### src/rtl/rf_pkg.sv
package rf_pkg;
    localparam int DATA_W   = 8;
    localparam int SEL_W    = 3;
    localparam int N_CODES  = 1 << SEL_W;
    localparam int PAIR_W   = 2 * DATA_W;

    typedef enum logic [SEL_W-1:0] {
        CODE_G0  = 3'b000,
        CODE_G1  = 3'b001,
        CODE_G2  = 3'b010,
        CODE_G3  = 3'b011,
        CODE_HI  = 3'b100,
        CODE_LO  = 3'b101,
        CODE_MEM = 3'b110,
        CODE_ACC = 3'b111
    } reg_code_e;

    localparam int IDX_HI  = int'(CODE_HI);
    localparam int IDX_LO  = int'(CODE_LO);
    localparam int IDX_MEM = int'(CODE_MEM);
    localparam int IDX_ACC = int'(CODE_ACC);
endpackage

### src/rtl/rf_decoder.sv
module rf_decoder #(
    parameter int SEL_W = 3,
    parameter int N_OUT = 1 << SEL_W
) (
    input  logic [SEL_W-1:0] sel,
    input  logic             en,
    output logic [N_OUT-1:0] hit
);
    always_comb begin
        hit = '0;
        for (int i = 0; i < N_OUT; i++) begin
            if (en && (sel == SEL_W'(i))) begin
                hit[i] = 1'b1;
            end
        end
    end
endmodule

### src/rtl/rf_byte_reg.sv
module rf_byte_reg #(
    parameter int W = 8
) (
    input  logic         clk,
    input  logic         rst_n,
    input  logic         load,
    input  logic [W-1:0] d,
    output logic [W-1:0] q
);
    always_ff @(posedge clk or negedge rst_n) begin
        if (!rst_n) begin
            q <= '0;
        end else if (load) begin
            q <= d;
        end
    end
endmodule

### src/rtl/rf_read_sel.sv
module rf_read_sel #(
    parameter int W = 8,
    parameter int N = 8
) (
    input  logic [N-1:0][W-1:0] regs,
    input  logic [N-1:0]        drive,
    output logic [W-1:0]        data,
    output logic                valid
);
    always_comb begin
        data  = '0;
        valid = 1'b0;
        for (int i = 0; i < N; i++) begin
            if (drive[i]) begin
                data  = data | regs[i];
                valid = 1'b1;
            end
        end
    end
endmodule

### src/rtl/byte_pair_regfile.sv
module byte_pair_regfile
    import rf_pkg::*;
(
    input  logic              clk,
    input  logic              rst_n,
    input  logic [DATA_W-1:0] wr_data,
    input  logic [SEL_W-1:0]  wr_sel,
    input  logic              wr_strobe,
    input  logic              acc_load,
    input  logic [SEL_W-1:0]  rd_sel,
    input  logic              rd_en,
    input  logic              acc_rd_en,
    output logic [DATA_W-1:0] rd_data,
    output logic              rd_valid,
    output logic [DATA_W-1:0] acc_out,
    input  logic [PAIR_W-1:0] pair_wr_data,
    input  logic              pair_src_wide,
    input  logic              pair_load,
    input  logic              pair_rd_en,
    output logic [PAIR_W-1:0] pair_rd_data,
    output logic              pair_rd_valid
);
    logic [N_CODES-1:0]             wr_hit;
    logic [N_CODES-1:0]             rd_hit;
    logic [N_CODES-1:0]             rd_drive;
    logic [N_CODES-1:0][DATA_W-1:0] regs_q;
    logic [DATA_W-1:0]              hi_in;
    logic [DATA_W-1:0]              lo_in;
    logic                           unused_mem_strobe;

    rf_decoder #(.SEL_W(SEL_W), .N_OUT(N_CODES)) u_wr_dec (
        .sel (wr_sel),
        .en  (wr_strobe),
        .hit (wr_hit)
    );

    rf_decoder #(.SEL_W(SEL_W), .N_OUT(N_CODES)) u_rd_dec (
        .sel (rd_sel),
        .en  (rd_en),
        .hit (rd_hit)
    );

    // Steering of the pointer-pair inputs between byte and word sources.
    always_comb begin
        if (pair_src_wide) begin
            hi_in = pair_wr_data[PAIR_W-1:DATA_W];
            lo_in = pair_wr_data[DATA_W-1:0];
        end else begin
            hi_in = wr_data;
            lo_in = wr_data;
        end
    end

    assign unused_mem_strobe = wr_hit[IDX_MEM];

    for (genvar i = 0; i < N_CODES; i++) begin : g_slot
        if (i == IDX_MEM) begin : g_mem
            assign regs_q[i] = '0;
        end else begin : g_reg
            logic              slot_load;
            logic [DATA_W-1:0] slot_d;
            if (i == IDX_ACC) begin : g_acc
                assign slot_load = wr_hit[i] | acc_load;
                assign slot_d    = wr_data;
            end else if (i == IDX_HI) begin : g_hi
                assign slot_load = wr_hit[i] | pair_load;
                assign slot_d    = hi_in;
            end else if (i == IDX_LO) begin : g_lo
                assign slot_load = wr_hit[i] | pair_load;
                assign slot_d    = lo_in;
            end else begin : g_gen
                assign slot_load = wr_hit[i];
                assign slot_d    = wr_data;
            end
            rf_byte_reg #(.W(DATA_W)) u_reg (
                .clk   (clk),
                .rst_n (rst_n),
                .load  (slot_load),
                .d     (slot_d),
                .q     (regs_q[i])
            );
        end
    end

    // Accumulator read takes the port outright; the memory code drives nothing.
    always_comb begin
        if (acc_rd_en) begin
            rd_drive          = '0;
            rd_drive[IDX_ACC] = 1'b1;
        end else begin
            rd_drive          = rd_hit;
            rd_drive[IDX_MEM] = 1'b0;
        end
    end

    rf_read_sel #(.W(DATA_W), .N(N_CODES)) u_rd_sel (
        .regs  (regs_q),
        .drive (rd_drive),
        .data  (rd_data),
        .valid (rd_valid)
    );

    assign acc_out       = regs_q[IDX_ACC];
    assign pair_rd_valid = pair_rd_en;
    assign pair_rd_data  = pair_rd_en ? {regs_q[IDX_HI], regs_q[IDX_LO]} : '0;
endmodule

### config.mk
export PLATFORM = sky130hd
export DESIGN_NAME = byte_pair_regfile
export DESIGN_NICKNAME = d
export VERILOG_FILES = /design/src/rtl/rf_pkg.sv /design/src/rtl/rf_decoder.sv /design/src/rtl/rf_byte_reg.sv /design/src/rtl/rf_read_sel.sv /design/src/rtl/byte_pair_regfile.sv
export SDC_FILE = /design/constraint.sdc
export NUM_CORES = 1
export LEC_CHECK = 0
export BUFFER_PORTS_ARGS = -buffer_cell sky130_fd_sc_hd__buf_2
export CAP_MARGIN = 20
export CELL_PAD_IN_SITES_DETAIL_PLACEMENT = 1
export CELL_PAD_IN_SITES_GLOBAL_PLACEMENT = 2
export CORE_MARGIN = 1.5
export CORE_UTILIZATION = 38
export CTS_BUF_LIST = sky130_fd_sc_hd__clkbuf_16
export CTS_CLUSTER_SIZE = 12
export DETAILED_ROUTE_END_ITERATION = 8
export PLACE_DENSITY = 0.95
export RECOVER_POWER = 25
export SYNTH_ARGS = -nofsm -noshare
export SYNTH_HDL_FRONTEND = slang
export SYNTH_SLANG_ARGS = --single-unit
### constraint.sdc
create_clock -name clk -period 3.8 [get_ports clk]
set_input_delay 0.76 -clock clk [delete_from_list [all_inputs] [get_ports clk]]
set_output_delay 0.76 -clock clk [all_outputs]
set_load 0.01 [all_outputs]
# Word level (Yosys, flattened, before mapping)
# Cells that the tools add are included.
# classes
n_mux	33
bitwise_logic	9
reduce_logical	16
eq_ne	12
# ops
cell	count
two-way mux 8 bit	10
OR 8 bit	6
two-way mux 1 bit	22
equality test 3 bit, second input constant	6
two-way mux 16 bit	1
logical AND 1 bit	14
equality test 3 x 2 -> 1 bit, second input constant	4
equality test 3 x 1 -> 1 bit, second input constant	2
logical NOT 3 bit	2
OR 1 bit	3
# word_totals
inputBits	39
regBits	56
word_cells	77
out_inout_bits	34

# Depth between registers and ports, before layout
# depth
depth_word	17
mapped_depth	5
depth_no_buf	3

# Hierarchy
# A second synthesis with hierarchy kept.
# hier_totals
hier_cells	233
area_unflattened_um2	3311.9
# modules_own_cells
mod	n_inst	cells_each	area_each_um2
rf_byte_reg	7	17	331.6
byte_pair_regfile	1	47	426.7
rf_read_sel	1	51	371.6
rf_decoder	2	8	96.3

# Worst setup path after synthesis
# No wires, ideal clock.
# synth_path
path_type	input-to-output
startpoint	input rd_sel[1]
endpoint	output rd_data[6]
required_ns	3.040
arrival_ns	1.794
slack_ns	1.246
path_buffers	1
cell_stages	3
path_cell_list	clkbuf_1 -> mux4_2 -> a221o_1
# synth_between
elab_chain_cells	17
elab_cells_between_ends	35
classes_between	6 x eq/ne; 15 x mux; 6 x bitwise; 8 x reduce/logical
# synth_rtl
item	line_no	text
start: declaration	byte_pair_regfile.sv:10	input logic [SEL_W-1:0] rd_sel,
logical NOT 3 bit	rf_decoder.sv:12	if (en && (sel == SEL_W'(i))) begin
logical AND 1 bit	rf_decoder.sv:12	
two-way mux 1 bit	rf_decoder.sv:12	
two-way mux 8 bit (*)	byte_pair_regfile.sv:87	if (acc_rd_en) begin
two-way mux 8 bit	rf_read_sel.sv:14	if (drive[i]) begin
OR 8 bit	rf_read_sel.sv:15	data = data | regs[i];
two-way mux 8 bit	rf_read_sel.sv:14	
OR 8 bit	rf_read_sel.sv:15	
two-way mux 8 bit	rf_read_sel.sv:14	
OR 8 bit	rf_read_sel.sv:15	
two-way mux 8 bit	rf_read_sel.sv:14	
OR 8 bit	rf_read_sel.sv:15	
two-way mux 8 bit	rf_read_sel.sv:14	
OR 8 bit	rf_read_sel.sv:15	
two-way mux 8 bit	rf_read_sel.sv:14	
OR 8 bit	rf_read_sel.sv:15	
two-way mux 8 bit (*)	rf_read_sel.sv:14	
end: declaration	byte_pair_regfile.sv:13	output logic [DATA_W-1:0] rd_data,
# Every way passes the cells marked *; elsewhere a longest branch is shown, timed or not.

# Worst setup path after layout
# layout_path
startpoint	input rd_sel[0]
endpoint	output rd_data[6]
# Same word-level chain as after synthesis.

==> flow_summary.json <==
{
  "clock_skew_ns": 0,
  "fin_crit_sh_pct": 80.42,
  "worstSetupPathType": "in2out",
  "yosysWarnings": 0,
  "cp-start-kind": "input pin",
  "gp_congestion": 0.8250,
  "area_growth_pct": 19.88,
  "slowest_stage": "mux4_2",
  "reg2reg_slack_ns": 2.99,
  "setup_slack_ns": 0.7440,
  "end_kind": "primary output",
  "cp.arrival_ns": 2.30,
  "crit_chain": "buf_2, mux4_2, a221o_1, buf_2",
  "slew_headroom_pct": -15.80,
  "die_h_microns": 90.48,
  "die_area_sq_mm": 0.008186,
  "cts_resized": 0,
  "maxSlewViolCount": 32,
  "place_ws_ns": 0.7182,
  "max_stage_delay_ns": 0.57,
  "worstMarginPinSlew_ns": 1.737,
  "ys_ff_latch": 56,
  "drv_cap": 1,
  "die_width_microns": 90.48,
  "wirelength_mm": 7.430,
  "setup_viol": 0,
  "antennaDiodeCount": 0,
  "cts_buffers": 5,
  "grt_first_pass_wirelength_mm": 12.10,
  "failed_checks": "capacitance limit, slew limit",
  "peakVddDrop_v": 0.0002017,
  "fmax_ghz": 0.3272,
  "path_delay_family": "buffers and inverters",
  "avgViaCountPerCell": 5.224,
  "drt_first_pass_iters": 4,
  "largest_reg_flops": 56,
  "grt.overflow.total": 0,
  "path_buf_inv": 2,
  "ys_types": 25,
  "reg_top3": "g_slot.g_reg.u_reg.q x56",
  "yosysSeqAreaShare_pct": 48.19,
  "antenna_found_initial": 0,
  "syn_area_sq_mm": 0.002908,
  "power_density_mw_per_mm2": 453.0,
  "initial_core_util_pct": 39.67,
  "core_sq_mm": 0.007331,
  "hold_violations": 0,
  "syn-num-nets": 266,
  "num_io_pins": 73,
  "clk_latency_ns": 0.29,
  "syn_avg_cell_area_sq_um": 12.81,
  "cts_tree": "yes",
  "status": "finished, violations left",
  "clock_path_buffers": 2,
  "ctsRootBufferMaster": "clkbuf_16",
  "final_common_cell": "buf_2",
  "grt_use_total_pct": 19.09,
  "cts_sinks": 56,
  "routedWlPerCell_microns": 18.72,
  "drc": 0,
  "vias": 2074,
  "regMostFlops": "g_slot.g_reg.u_reg.q",
  "cpMostUsedCell": "buf_2",
  "cp_max_fo": 18,
  "grt_max_degree": 32,
  "postCtsHoldBufs": 0,
  "postRouteAntennaNets": 0,
  "drive_gt1_share_pct": 50.67,
  "p_leak_nw": 1.625,
  "tns_ns": 0,
  "port_buffers": 72,
  "fp-row-count": 31,
  "first_iter_violations": 76,
  "post_cts_buffers": 0,
  "fin_nets": 336,
  "path_clk_slew_ns": 0.07,
  "hpwl_mm": 5.491,
  "rsz0062_at_grt": "false",
  "fin_crit_ns": 3.056,
  "htree_num_levels": 2,
  "postSynthCellCount": 227,
  "crit_required_ns": 3.04,
  "hold_class": "reg2reg",
  "final_cell_mix": "buf_2, mux2_2, dfrtp_1",
  "first_global_vias": 2176
}
path summary, 6_finish.rpt:
path	from	endpoint	cells after the start
hold / removal	g_slot[2].g_reg.u_reg.q[2]$_DFFE_PN0P_	g_slot[2].g_reg.u_reg.q[2]$_DFFE_PN0P_	1
setup reg to reg	g_slot[7].g_reg.u_reg.q[4]$_DFFE_PN0P_	g_slot[7].g_reg.u_reg.q[4]$_DFFE_PN0P_	1
setup / recovery	rd_sel[0]	rd_data[6]	4
max in group asynchronous	rst_n	g_slot[4].g_reg.u_reg.q[2]$_DFFE_PN0P_	2
hold reg to reg	g_slot[2].g_reg.u_reg.q[2]$_DFFE_PN0P_	g_slot[2].g_reg.u_reg.q[2]$_DFFE_PN0P_	1
min in group asynchronous	rst_n	g_slot[7].g_reg.u_reg.q[7]$_DFFE_PN0P_	1
report_power, final:
part	switching (W)	leakage (nW)	internal, W
Combinational	0.000147	0.890	0.000190
Sequential	0.0000655	0.669	0.000702
Clock	0.000228	0.0660	0.000246
Total	0.000441	1.62	0.00114
synth_stat cells (all sizes together):
cell	n	share of area, %
a221o	8	2.8
a31oi	1	0.43
a41o	1	0.34
a41oi	2	1.1
and2	16	3.4
buf	7	1.7
clkbuf	4	0.52
dfrtp	56	48
inv	1	0.13
mux2	56	22
mux2i	8	2.8
mux4	8	6.2
nand2	33	4.3
nand2b	10	2.4
nand4b	1	0.30
nand4bb	1	0.39
nor2	9	1.2
nor3	2	1.1
nor3b	2	0.90
o21ai	1	0.17
stage by stage:
stage / instances / hold slack [ns] / util [%] / area (sq um) / power [W]
final: 397 / 0.5077 / 47.55 / 3486 / 0.001579
after global routing: 397 / 0.5234 / 47.55 / 3486 / 0.001650
after CTS: 397 / 0.5113 / 47.62 / 3491 / 0.001591
after detailed placement: 389 / 0.4935 / 45.59 / 3342 / 0.001122
after global placement: 389 / 0.4833 / 45.59 / 3342 / 0.001100
after floorplan: 227 / 0.4644 / - / 2908 / 0.0009867
cells by family after synthesis:
family	after synthesis	share of synthesized area, %
buffers and inverters	12	2.366
AOI/OAI and AO/OA	13	4.819
muxes	72	30.64
and+or+nand+nor	74	13.98
DFF	56	48.19
metal layers:
| metal | up-vias | global-route usage, % | wire length (microns) |
|---|---|---|---|
| met5 | - | 0 | 0 |
| met4 | 0 | 4.630 | 70 |
| met3 | 6 | 3.535 | 386 |
| met2 | 58 | 31.70 | 3714 |
| met1 | 1058 | 25.73 | 3258 |
| li1 | 952 | - | - |
layout make-up:
cell class	instances	area, sq um
Timing Repair Buffer	74	370.4
Inverter	1	3.754
Multi-Input combinational cell	159	1438
Sequential cell	56	1401
Clock inverter	3	23.77
Clock buffer	5	125.1
Fill cell	812	3845
Tap cell	99	123.9
(Power assumes the default switching activity.)
